## config.mk

```make
export PLATFORM = sky130hd
export DESIGN_NAME = rx_addr_filter
export DESIGN_NICKNAME = d
export VERILOG_FILES = /design/src/rtl/rxaf_pkg.sv /design/src/rtl/rxaf_slot_bank.sv /design/src/rtl/rxaf_hash_table.sv /design/src/rtl/rx_addr_filter.sv
export SDC_FILE = /design/constraint.sdc
export NUM_CORES = 2
export LEC_CHECK = 0
export BUFFER_PORTS_ARGS = -buffer_cell sky130_fd_sc_hd__buf_2
export CAP_MARGIN = 20
export CELL_PAD_IN_SITES_DETAIL_PLACEMENT = 0
export CELL_PAD_IN_SITES_GLOBAL_PLACEMENT = 1
export CORE_ASPECT_RATIO = 0.6
export CORE_MARGIN = 2
export CORE_UTILIZATION = 52
export CTS_BUF_LIST = sky130_fd_sc_hd__clkbuf_16
export DETAILED_ROUTE_END_ITERATION = 10
export PLACE_DENSITY = 0.84
export SLEW_MARGIN = 20
export SYNTH_ARGS = -nofsm -noshare
export SYNTH_HDL_FRONTEND = slang
export SYNTH_SLANG_ARGS = --single-unit
```

## constraint.sdc

```tcl
create_clock -name clk -period 3.9 [get_ports clk]
set_clock_uncertainty 0.05 [all_clocks]
set_input_delay 0.39 -clock clk [delete_from_list [all_inputs] [get_ports clk]]
set_output_delay 0.39 -clock clk [all_outputs]
set_load 0.03 [all_outputs]
```

## src/rtl/rxaf_pkg.sv

```systemverilog
package rxaf_pkg;

  localparam int ADDR_W = 48;
  localparam int MODE_W = 6;
  localparam int HASH_W = 32;
  localparam int BIN_W  = 6;

  // mode word bit positions
  localparam int MB_PROMISC = 0;
  localparam int MB_ALLMC   = 1;
  localparam int MB_HASH    = 2;
  localparam int MB_RXALL   = 3;
  localparam int MB_NOBCAST = 4;
  localparam int MB_SACHK   = 5;

  typedef struct packed {
    logic pass;
    logic da_fail;
    logic sa_fail;
  } verdict_t;

  // Reflected CRC-32 over the address, LSB of first byte first, preset
  // all ones; bin = top six bits of the bit-reversed complement.
  function automatic logic [BIN_W-1:0] hash_bin(input logic [ADDR_W-1:0] a);
    logic [31:0] c;
    logic fb;
    logic [BIN_W-1:0] b;
    c = '1;
    for (int i = 0; i < ADDR_W; i++) begin
      fb = c[0] ^ a[i];
      c  = c >> 1;
      if (fb) c = c ^ 32'hEDB8_8320;
    end
    c = ~c;
    for (int k = 0; k < BIN_W; k++) b[BIN_W-1-k] = c[k];
    return b;
  endfunction

  // Combines the class results with the mode word.
  function automatic verdict_t decide(input logic [MODE_W-1:0] m,
                                      input logic bcast, input logic group,
                                      input logic uc_hit, input logic hash_hit,
                                      input logic sa_hit);
    verdict_t v;
    logic da_ok, sa_bad;
    if (bcast)      da_ok = ~m[MB_NOBCAST];
    else if (group) da_ok = m[MB_ALLMC] | (m[MB_HASH] & hash_hit);
    else            da_ok = uc_hit;
    sa_bad = m[MB_SACHK] & ~sa_hit;
    if (m[MB_PROMISC]) begin
      v = '{pass: 1'b1, da_fail: 1'b0, sa_fail: 1'b0};
    end else begin
      v.da_fail = ~da_ok;
      v.sa_fail = sa_bad;
      v.pass    = m[MB_RXALL] | (da_ok & ~sa_bad);
    end
    return v;
  endfunction

endpackage

```

## src/rtl/rxaf_slot_bank.sv

```systemverilog
module rxaf_slot_bank #(
  parameter int NUM_SLOTS = 17,
  parameter int IDX_W     = 5
) (
  input  logic                       clk,
  input  logic                       rst_n,
  input  logic                       we,
  input  logic [IDX_W-1:0]           idx,
  input  logic                       wen,
  input  logic [rxaf_pkg::ADDR_W-1:0] waddr,
  input  logic [rxaf_pkg::ADDR_W-1:0] da,
  input  logic [rxaf_pkg::ADDR_W-1:0] sa,
  output logic [NUM_SLOTS-1:0]       da_hit,
  output logic [NUM_SLOTS-1:0]       sa_hit
);
  localparam logic [IDX_W-1:0] LAST_IDX = IDX_W'(NUM_SLOTS - 1);

  logic [rxaf_pkg::ADDR_W-1:0] slot_addr [NUM_SLOTS];
  logic [NUM_SLOTS-1:0]        slot_en;

  for (genvar g = 0; g < NUM_SLOTS; g++) begin : g_slot
    always_ff @(posedge clk or negedge rst_n) begin
      if (!rst_n) begin
        slot_addr[g] <= '0;
        slot_en[g]   <= 1'b0;
      end else if (we && idx <= LAST_IDX && idx == IDX_W'(g)) begin
        slot_addr[g] <= waddr;
        slot_en[g]   <= wen;
      end
    end
    assign da_hit[g] = slot_en[g] && (slot_addr[g] == da);
    assign sa_hit[g] = slot_en[g] && (slot_addr[g] == sa);
  end

endmodule

```

## src/rtl/rxaf_hash_table.sv

```systemverilog
module rxaf_hash_table (
  input  logic                       clk,
  input  logic                       rst_n,
  input  logic                       we,
  input  logic                       sel_hi,
  input  logic [rxaf_pkg::HASH_W-1:0] wdata,
  input  logic [rxaf_pkg::BIN_W-1:0]  bin,
  output logic                       bit_set
);
  logic [rxaf_pkg::HASH_W-1:0] word_lo, word_hi, word_pick;

  always_ff @(posedge clk or negedge rst_n) begin
    if (!rst_n) begin
      word_lo <= '0;
      word_hi <= '0;
    end else if (we) begin
      if (sel_hi) word_hi <= wdata;
      else        word_lo <= wdata;
    end
  end

  assign word_pick = bin[rxaf_pkg::BIN_W-1] ? word_hi : word_lo;
  assign bit_set   = word_pick[bin[rxaf_pkg::BIN_W-2:0]];

endmodule

```

## src/rtl/rx_addr_filter.sv

```systemverilog
module rx_addr_filter #(
  parameter  int EXTRA_SLOTS = 16,
  localparam int NUM_SLOTS   = EXTRA_SLOTS + 1,
  localparam int SLOT_IDX_W  = $clog2(NUM_SLOTS)
) (
  input  logic                          clk,
  input  logic                          rst_n,
  input  logic                          mode_we,
  input  logic [rxaf_pkg::MODE_W-1:0]   mode_wdata,
  input  logic                          hash_we,
  input  logic                          hash_sel,
  input  logic [rxaf_pkg::HASH_W-1:0]   hash_wdata,
  input  logic                          slot_we,
  input  logic [SLOT_IDX_W-1:0]         slot_idx,
  input  logic                          slot_wen,
  input  logic [rxaf_pkg::ADDR_W-1:0]   slot_waddr,
  input  logic                          frm_valid,
  input  logic [rxaf_pkg::ADDR_W-1:0]   frm_da,
  input  logic [rxaf_pkg::ADDR_W-1:0]   frm_sa,
  output logic                          dec_valid,
  output logic                          dec_pass,
  output logic                          dec_da_fail,
  output logic                          dec_sa_fail
);
  import rxaf_pkg::*;

  logic [MODE_W-1:0]    mode_q;
  logic [NUM_SLOTS-1:0] da_hit_vec, sa_hit_vec;
  logic                 hash_hit;

  // stage 1 state (named for the checker)
  logic             s1_vld, s1_bcast, s1_group, s1_uc_hit, s1_sa_hit;
  logic [BIN_W-1:0] s1_bin;
  verdict_t         s2_next;

  always_ff @(posedge clk or negedge rst_n) begin
    if (!rst_n)       mode_q <= '0;
    else if (mode_we) mode_q <= mode_wdata;
  end

  rxaf_slot_bank #(.NUM_SLOTS(NUM_SLOTS), .IDX_W(SLOT_IDX_W)) u_slots (
    .clk    (clk),
    .rst_n  (rst_n),
    .we     (slot_we),
    .idx    (slot_idx),
    .wen    (slot_wen),
    .waddr  (slot_waddr),
    .da     (frm_da),
    .sa     (frm_sa),
    .da_hit (da_hit_vec),
    .sa_hit (sa_hit_vec)
  );

  rxaf_hash_table u_hash (
    .clk     (clk),
    .rst_n   (rst_n),
    .we      (hash_we),
    .sel_hi  (hash_sel),
    .wdata   (hash_wdata),
    .bin     (s1_bin),
    .bit_set (hash_hit)
  );

  // stage 1: address compares and CRC bin
  always_ff @(posedge clk or negedge rst_n) begin
    if (!rst_n) begin
      s1_vld    <= 1'b0;
      s1_bcast  <= 1'b0;
      s1_group  <= 1'b0;
      s1_uc_hit <= 1'b0;
      s1_sa_hit <= 1'b0;
      s1_bin    <= '0;
    end else begin
      s1_vld <= frm_valid;
      if (frm_valid) begin
        s1_bcast  <= &frm_da;
        s1_group  <= frm_da[0];
        s1_uc_hit <= |da_hit_vec;
        s1_sa_hit <= |sa_hit_vec;
        s1_bin    <= hash_bin(frm_da);
      end
    end
  end

  // stage 2: hash lookup and mode combination
  always_comb begin
    s2_next = decide(mode_q, s1_bcast, s1_group, s1_uc_hit, hash_hit, s1_sa_hit);
    if (!s1_vld) s2_next = '0;
  end

  always_ff @(posedge clk or negedge rst_n) begin
    if (!rst_n) begin
      dec_valid   <= 1'b0;
      dec_pass    <= 1'b0;
      dec_da_fail <= 1'b0;
      dec_sa_fail <= 1'b0;
    end else begin
      dec_valid   <= s1_vld;
      dec_pass    <= s2_next.pass;
      dec_da_fail <= s2_next.da_fail;
      dec_sa_fail <= s2_next.sa_fail;
    end
  end

endmodule

```

Yosys cells after proc, flatten, opt, wreduce, memory -nomap -nowiden. Cells that the tools add are included.

Input port bits: 195. Register bits after elaboration: 918. Logic and storage cells: 365.

Muxes and demuxes: 103. Bitwise gates (word level): 105. Reduce and logical (&&, ||, !) cells: 58. Equality and inequality tests: 50. Magnitude comparators: 2.

Operators by type and width (count): 48-bit equality test (34); 32-bit 2-to-1 mux (45); 13-bit NOT with 14-bit output (21); 28-bit 2-to-1 mux (3); 16-bit 2-to-1 mux (5); 25-bit 2-to-1 mux (3); 10-bit 2-to-1 mux (7); 22-bit 2-to-1 mux (3); 31-bit 2-to-1 mux (2); 30-bit 2-to-1 mux (2); 27-bit 2-to-1 mux (2); 1-bit logical AND (52); 24-bit 2-to-1 mux (2); 48-bit AND reduction (1); 1-bit bitwise XOR (47); 21-bit 2-to-1 mux (2); 5-bit by 4-bit equality test with 1-bit output, second input constant (8); 20-bit 2-to-1 mux (2); 17-bit OR reduction (2); 29-bit 2-to-1 mux (1); 26-bit 2-to-1 mux (1); 6-bit 2-to-1 mux (4); 23-bit 2-to-1 mux (1); 11-bit NOT (2); 36 further kinds (66).

Depth between registers and ports, before layout.
Depth in word-level cells: 144. Gate-level depth with buffers: 11.

Hierarchy. From an unflattened synthesis, not the netlist that was laid out.

Cells, all modules: 4812. Area total of the unflattened synthesis: 56337.8 µm².

Modules (own cells, without submodules): rxaf_slot_bank (cells an instance 4332, area each 49751.5 µm², times used 1, sequential area each 20845.0 µm²); rx_addr_filter (cells an instance 303, area each 3623.5 µm², times used 1, sequential area each 525.5 µm²); rxaf_hash_table (cells an instance 177, area each 2962.8 µm², times used 1, sequential area each 1601.5 µm²).

Worst setup path after synthesis. OpenSTA, ideal clock, no wires.

Path type: input-to-reg. From: input port frm_da[0] (netlist name). To: register s1_bin[1]. Arrival: 3.956 ns. Slack: -0.231 ns. Required time: 3.725 ns. Buffers on the path: 1. Stages: 10. Path through: ha_1 buf_4 xnor3_2 xnor3_2 xnor3_2 xor3_2 xnor3_1 xnor3_1 xnor3_1 mux2_4.

Longest elaborated chain between the ends: 115. Elaborated cells between the ends (all ways): 163. Those cells by class: 96 x mux; 67 x bitwise.

Ends and longest elaborated chain: from (decl) (RTL line rx_addr_filter.sv:18) `input logic [rxaf_pkg::ADDR_W-1:0] frm_da,`; 32-bit 2-to-1 mux * (RTL line rxaf_pkg.sv:32) `if (fb) c = c ^ 32'hEDB8_8320;`; 32-bit 2-to-1 mux * (RTL line rx_addr_filter.sv:75) `if (frm_valid) begin`; 13-bit NOT with 14-bit output (no source line); 32-bit 2-to-1 mux * (RTL line rxaf_pkg.sv:32); 32-bit 2-to-1 mux * (RTL line rx_addr_filter.sv:75); 32-bit 2-to-1 mux * (RTL line rxaf_pkg.sv:32); 32-bit 2-to-1 mux * (RTL line rx_addr_filter.sv:75); 32-bit 2-to-1 mux * (RTL line rxaf_pkg.sv:32); [99 not listed]; 9-bit 2-to-1 mux * (RTL line rx_addr_filter.sv:75); 8-bit 2-to-1 mux * (RTL line rx_addr_filter.sv:75); parallel branches: the longest is 1 deep, another holds 1-bit bitwise XOR; 6-bit 2-to-1 mux * (RTL line rxaf_pkg.sv:32); 7-bit 2-to-1 mux * (RTL line rx_addr_filter.sv:75); 6-bit 2-to-1 mux * (RTL line rxaf_pkg.sv:32); 6-bit 2-to-1 mux * (RTL line rx_addr_filter.sv:75); 6-bit NOT * (RTL line rxaf_pkg.sv:34) `c = ~c;`; to (signal assigned) (RTL line rx_addr_filter.sv:80) `s1_bin <= hash_bin(frm_da);`; to (decl) (RTL line rx_addr_filter.sv:33) `logic [BIN_W-1:0] s1_bin;`.

Every way passes the cells marked *. The select of a mux whose other input is x is not followed. A chain may end at the register's enable or synchronous reset.

Final worst setup path. Ends and elaborated chain as after synthesis.

==> flow_metrics.env <==
export IMPL_relSlewSlack_pct=13.1
export IMPL_htreeDepth=3
export IMPL_synth_cell_types=57
export IMPL_reg2regPathDepth=7
export IMPL_utilization_pct=60.3
export IMPL_numCtsBuffers=93
export IMPL_first_global_vias=43492
export IMPL_max_cap_viol_count=0
export IMPL_seq_area_frac_synth_pct=40.9
export IMPL_setup_ws_ns=0.510
export IMPL_power_internal_mw=28.1
export IMPL_hold_path_startpoint="frm_da[0]"
export IMPL_drtAntennaViolNets=0
export IMPL_r2r_slack_ns=0.75
export IMPL_synth_edf_count=0
export IMPL_layout_min_cycle_time_ns=3.39
export IMPL_dp_final_hpwl_mm=190
export IMPL_cts_root_buf="clkbuf_16"
export IMPL_synth_area_top_cells="dfrtp_1, mux2_2, xor2_1"
export IMPL_clkPwrFrac_pct=21.0
export IMPL_vias=47079
export IMPL_power_leakage_nw=28.3
export IMPL_dr_pass1_iters=8
export IMPL_grt_usage_pct=51.3
export IMPL_dieWidth_um=428
export IMPL_power_frac_comb_pct=47.2
export IMPL_r2r_start="u_slots.slot_addr[563]"
export IMPL_holdPathStages=3
export IMPL_clock_path_buffers=3
export IMPL_cp_end_kind="register"
export IMPL_io_pins=199
export IMPL_start_util_pct=52.4
export IMPL_switching_power_mw=15.7
export IMPL_setup_viol=0
export IMPL_grt_setup_unrepaired="no"
export IMPL_clk_pin_slew_ns=0.07
export IMPL_pwr_share_seq_pct=31.8
export IMPL_grt_antenna_before_repair=41
export IMPL_cts_sinks=918
export IMPL_io_buffers=198
export IMPL_ys_ff_latch=918
export IMPL_crit_type="in2reg"
export IMPL_ys_warn_count=0
export IMPL_synth_avg_cell_area_sq_um=11.7
export IMPL_drcViolationCount=0
export IMPL_rows=93
export IMPL_critPathLaunch="frm_da[0]"
export IMPL_finalCritPeriodShare_pct=86.9
export IMPL_die_h_um=259
export IMPL_insertion_delay_ns=0.73
export IMPL_async_flop_share_pct=100
export IMPL_post_cts_setup_buffers=0
export IMPL_syn_nets=5017
export IMPL_cp_arrival_ns=3.93
export IMPL_synth_area_sq_um=56200
export IMPL_gp_congestion=1.04
export IMPL_grt_max_degree=121
export IMPL_grt_pass1_wl_mm=384
export IMPL_via_per_inst=7.01
export IMPL_synth_common_cells="dfrtp_1, mux2_2, xor2_1"
export IMPL_hold_viol_final=0
export IMPL_dieArea_sq_um=111000
export IMPL_r2r_end="s1_uc_hit"
export IMPL_crit_path_start_kind="primary input"
export IMPL_drive_gt1_share_pct=31.3
export IMPL_synth_top_cell_by_area="dfrtp_1"
export IMPL_syn_inst=4819
export IMPL_tightest_slew_ns=1.30
export IMPL_fillCellCount=8803
export IMPL_postPlaceCellArea_sq_um=61100
export IMPL_fmax_mhz=295
export IMPL_status="completed"
export IMPL_cp_max_fo=6
export IMPL_hp_class="in2reg"
export IMPL_yosys_area_top_type_share_pct=40.9
export IMPL_nets=5378
export IMPL_min_to="s1_group"
export IMPL_wl_per_cell_um=43.1
export IMPL_wirelength_mm=289
export IMPL_ys_flop_type="dfrtp_1"
export IMPL_syn_to_final_growth_pct=15.1
export IMPL_peakVddDrop_mv=5.06
export IMPL_cts_tree="done"
export IMPL_yosysMostFrequentCell="dfrtp_1"
export IMPL_detail_route_iter0_violations=9247
export IMPL_finalMaxSlewViolations=0
export IMPL_core_area_sq_um=107000
export IMPL_grt_overflow_total=0
export IMPL_switching_share_pct=35.8
export IMPL_required_ns=4.44
export IMPL_pre_cts_ws_ns=-0.197
export IMPL_powerDensity_nw_per_um2=677
export IMPL_fin_area_sq_um=64600
-- worst max path at each step --
stage	slack (ns)	endpoint	cells after the start
after floorplan	0.01	s1_bin[1]	10
after global placement	-0.20	s1_bin[1]	10
after detailed placement	-0.20	s1_bin[1]	10
after CTS	0.54	s1_bin[1]	10
after global routing	0.34	s1_bin[1]	10
final	0.51	s1_bin[1]	10
-- layer usage --
layer	share of wire [%]	up-vias	global-route usage [%]	wire length, um
met5	0.19	-	3.32	553
met4	7.5	26	31.8	21800
met3	17	1271	26.8	49200
met2	37	4633	65.0	108000
met1	38	23600	67.6	110000
li1	-	17549	-	-
-- stage by stage --
step                setup TNS [ns]  power (mW)  hold slack [ns]  cells
finish                           0        43.8           0.0967   6715
global route                     0        44.9            0.114   6689
CTS                              0        43.1           0.0554   6680
detailed placement          -0.509        33.9            0.313   6462
global placement            -0.483        33.8            0.324   6462
floorplan                        0        27.7           0.0444   4819
-- area by class of cell --
class                   instances  area [sq um]  area share [%]
well taps                    1425          1780            2.76
clock buffers                  95          2380            3.68
clock inverters                76           566           0.875
repair buffers                623          4950            7.66
inverters                      95           357           0.552
multi-input cells            3449         31600            48.8
diodes                         34          85.1           0.132
flip-flops and latches        918         23000            35.5
-- logic make-up (layout without fill, tap and decap cells) --
kind of cell               Yosys count  after routing  synth area share (%)
AOI/OAI and AO/OA                  200            200                  2.46
buffers and inverters              452            889                  3.08
other                                0             34                     0
and+or+nand+nor                    643            643                  6.73
DFF                                918            918                  40.9
xor gates and xnor gates          1708           1708                  28.5
muxes                              895            895                  18.3
adders and majority gates            3              3                0.0668
-- power by group through the flow --
stage | clock network [mW] | logic [mW] | registers, mW
6_report | 9.20 | 20.7 | 13.9
4_1_cts | 9.15 | 20.2 | 13.7
3_3_place_gp | 0 | 20.0 | 13.8
5_1_grt | 9.54 | 21.4 | 14.0
3_5_place_dp | 0 | 20.0 | 13.9
2_1_floorplan | 0 | 14.6 | 13.2
-- critical path, cell delays in order --
cell and delay [ns]:
buf_2 0.11, ha_1 0.45, xnor3_1 0.50, xnor2_2 0.23, xnor3_1 0.37, xor3_1 0.40, xnor3_1 0.40, xnor3_1 0.43
xnor3_1 0.39, mux2_4 0.26
-- state kept, by name, indices dropped and copies added (netlist names), 6 cells and up --
register / cells
mode_q: 6
s1_bin: 6
u_slots.slot_addr: 816
u_hash.word_hi: 32
u_hash.word_lo: 32
u_slots.slot_en: 17
-- cell usage in the layout (no fill, tap or decap), types with 43 or more instances in the layout --
cell           netlist  layout
dlygate4sd3_1        0      47
buf_2               11     196
xnor2_1            814     813
clkbuf_16            0      95
xnor3_1             55      53
inv_1               92     105
dfrtp_1            918     918
mux2_2             878     878
buf_4                4     328
o22ai_1             43      43
o21ai_0             48      48
nand4_1            243     243
xor2_1             817     816
nor4_1             244     243
buf_12               0      51
-- what timing repair did --
action                                 in CTS  in global routing
gates resized for setup                     0                  0
hold buffers                               47                  0
endpoints found under the hold margin     122                  0
Power figures use the tool's default switching activity.
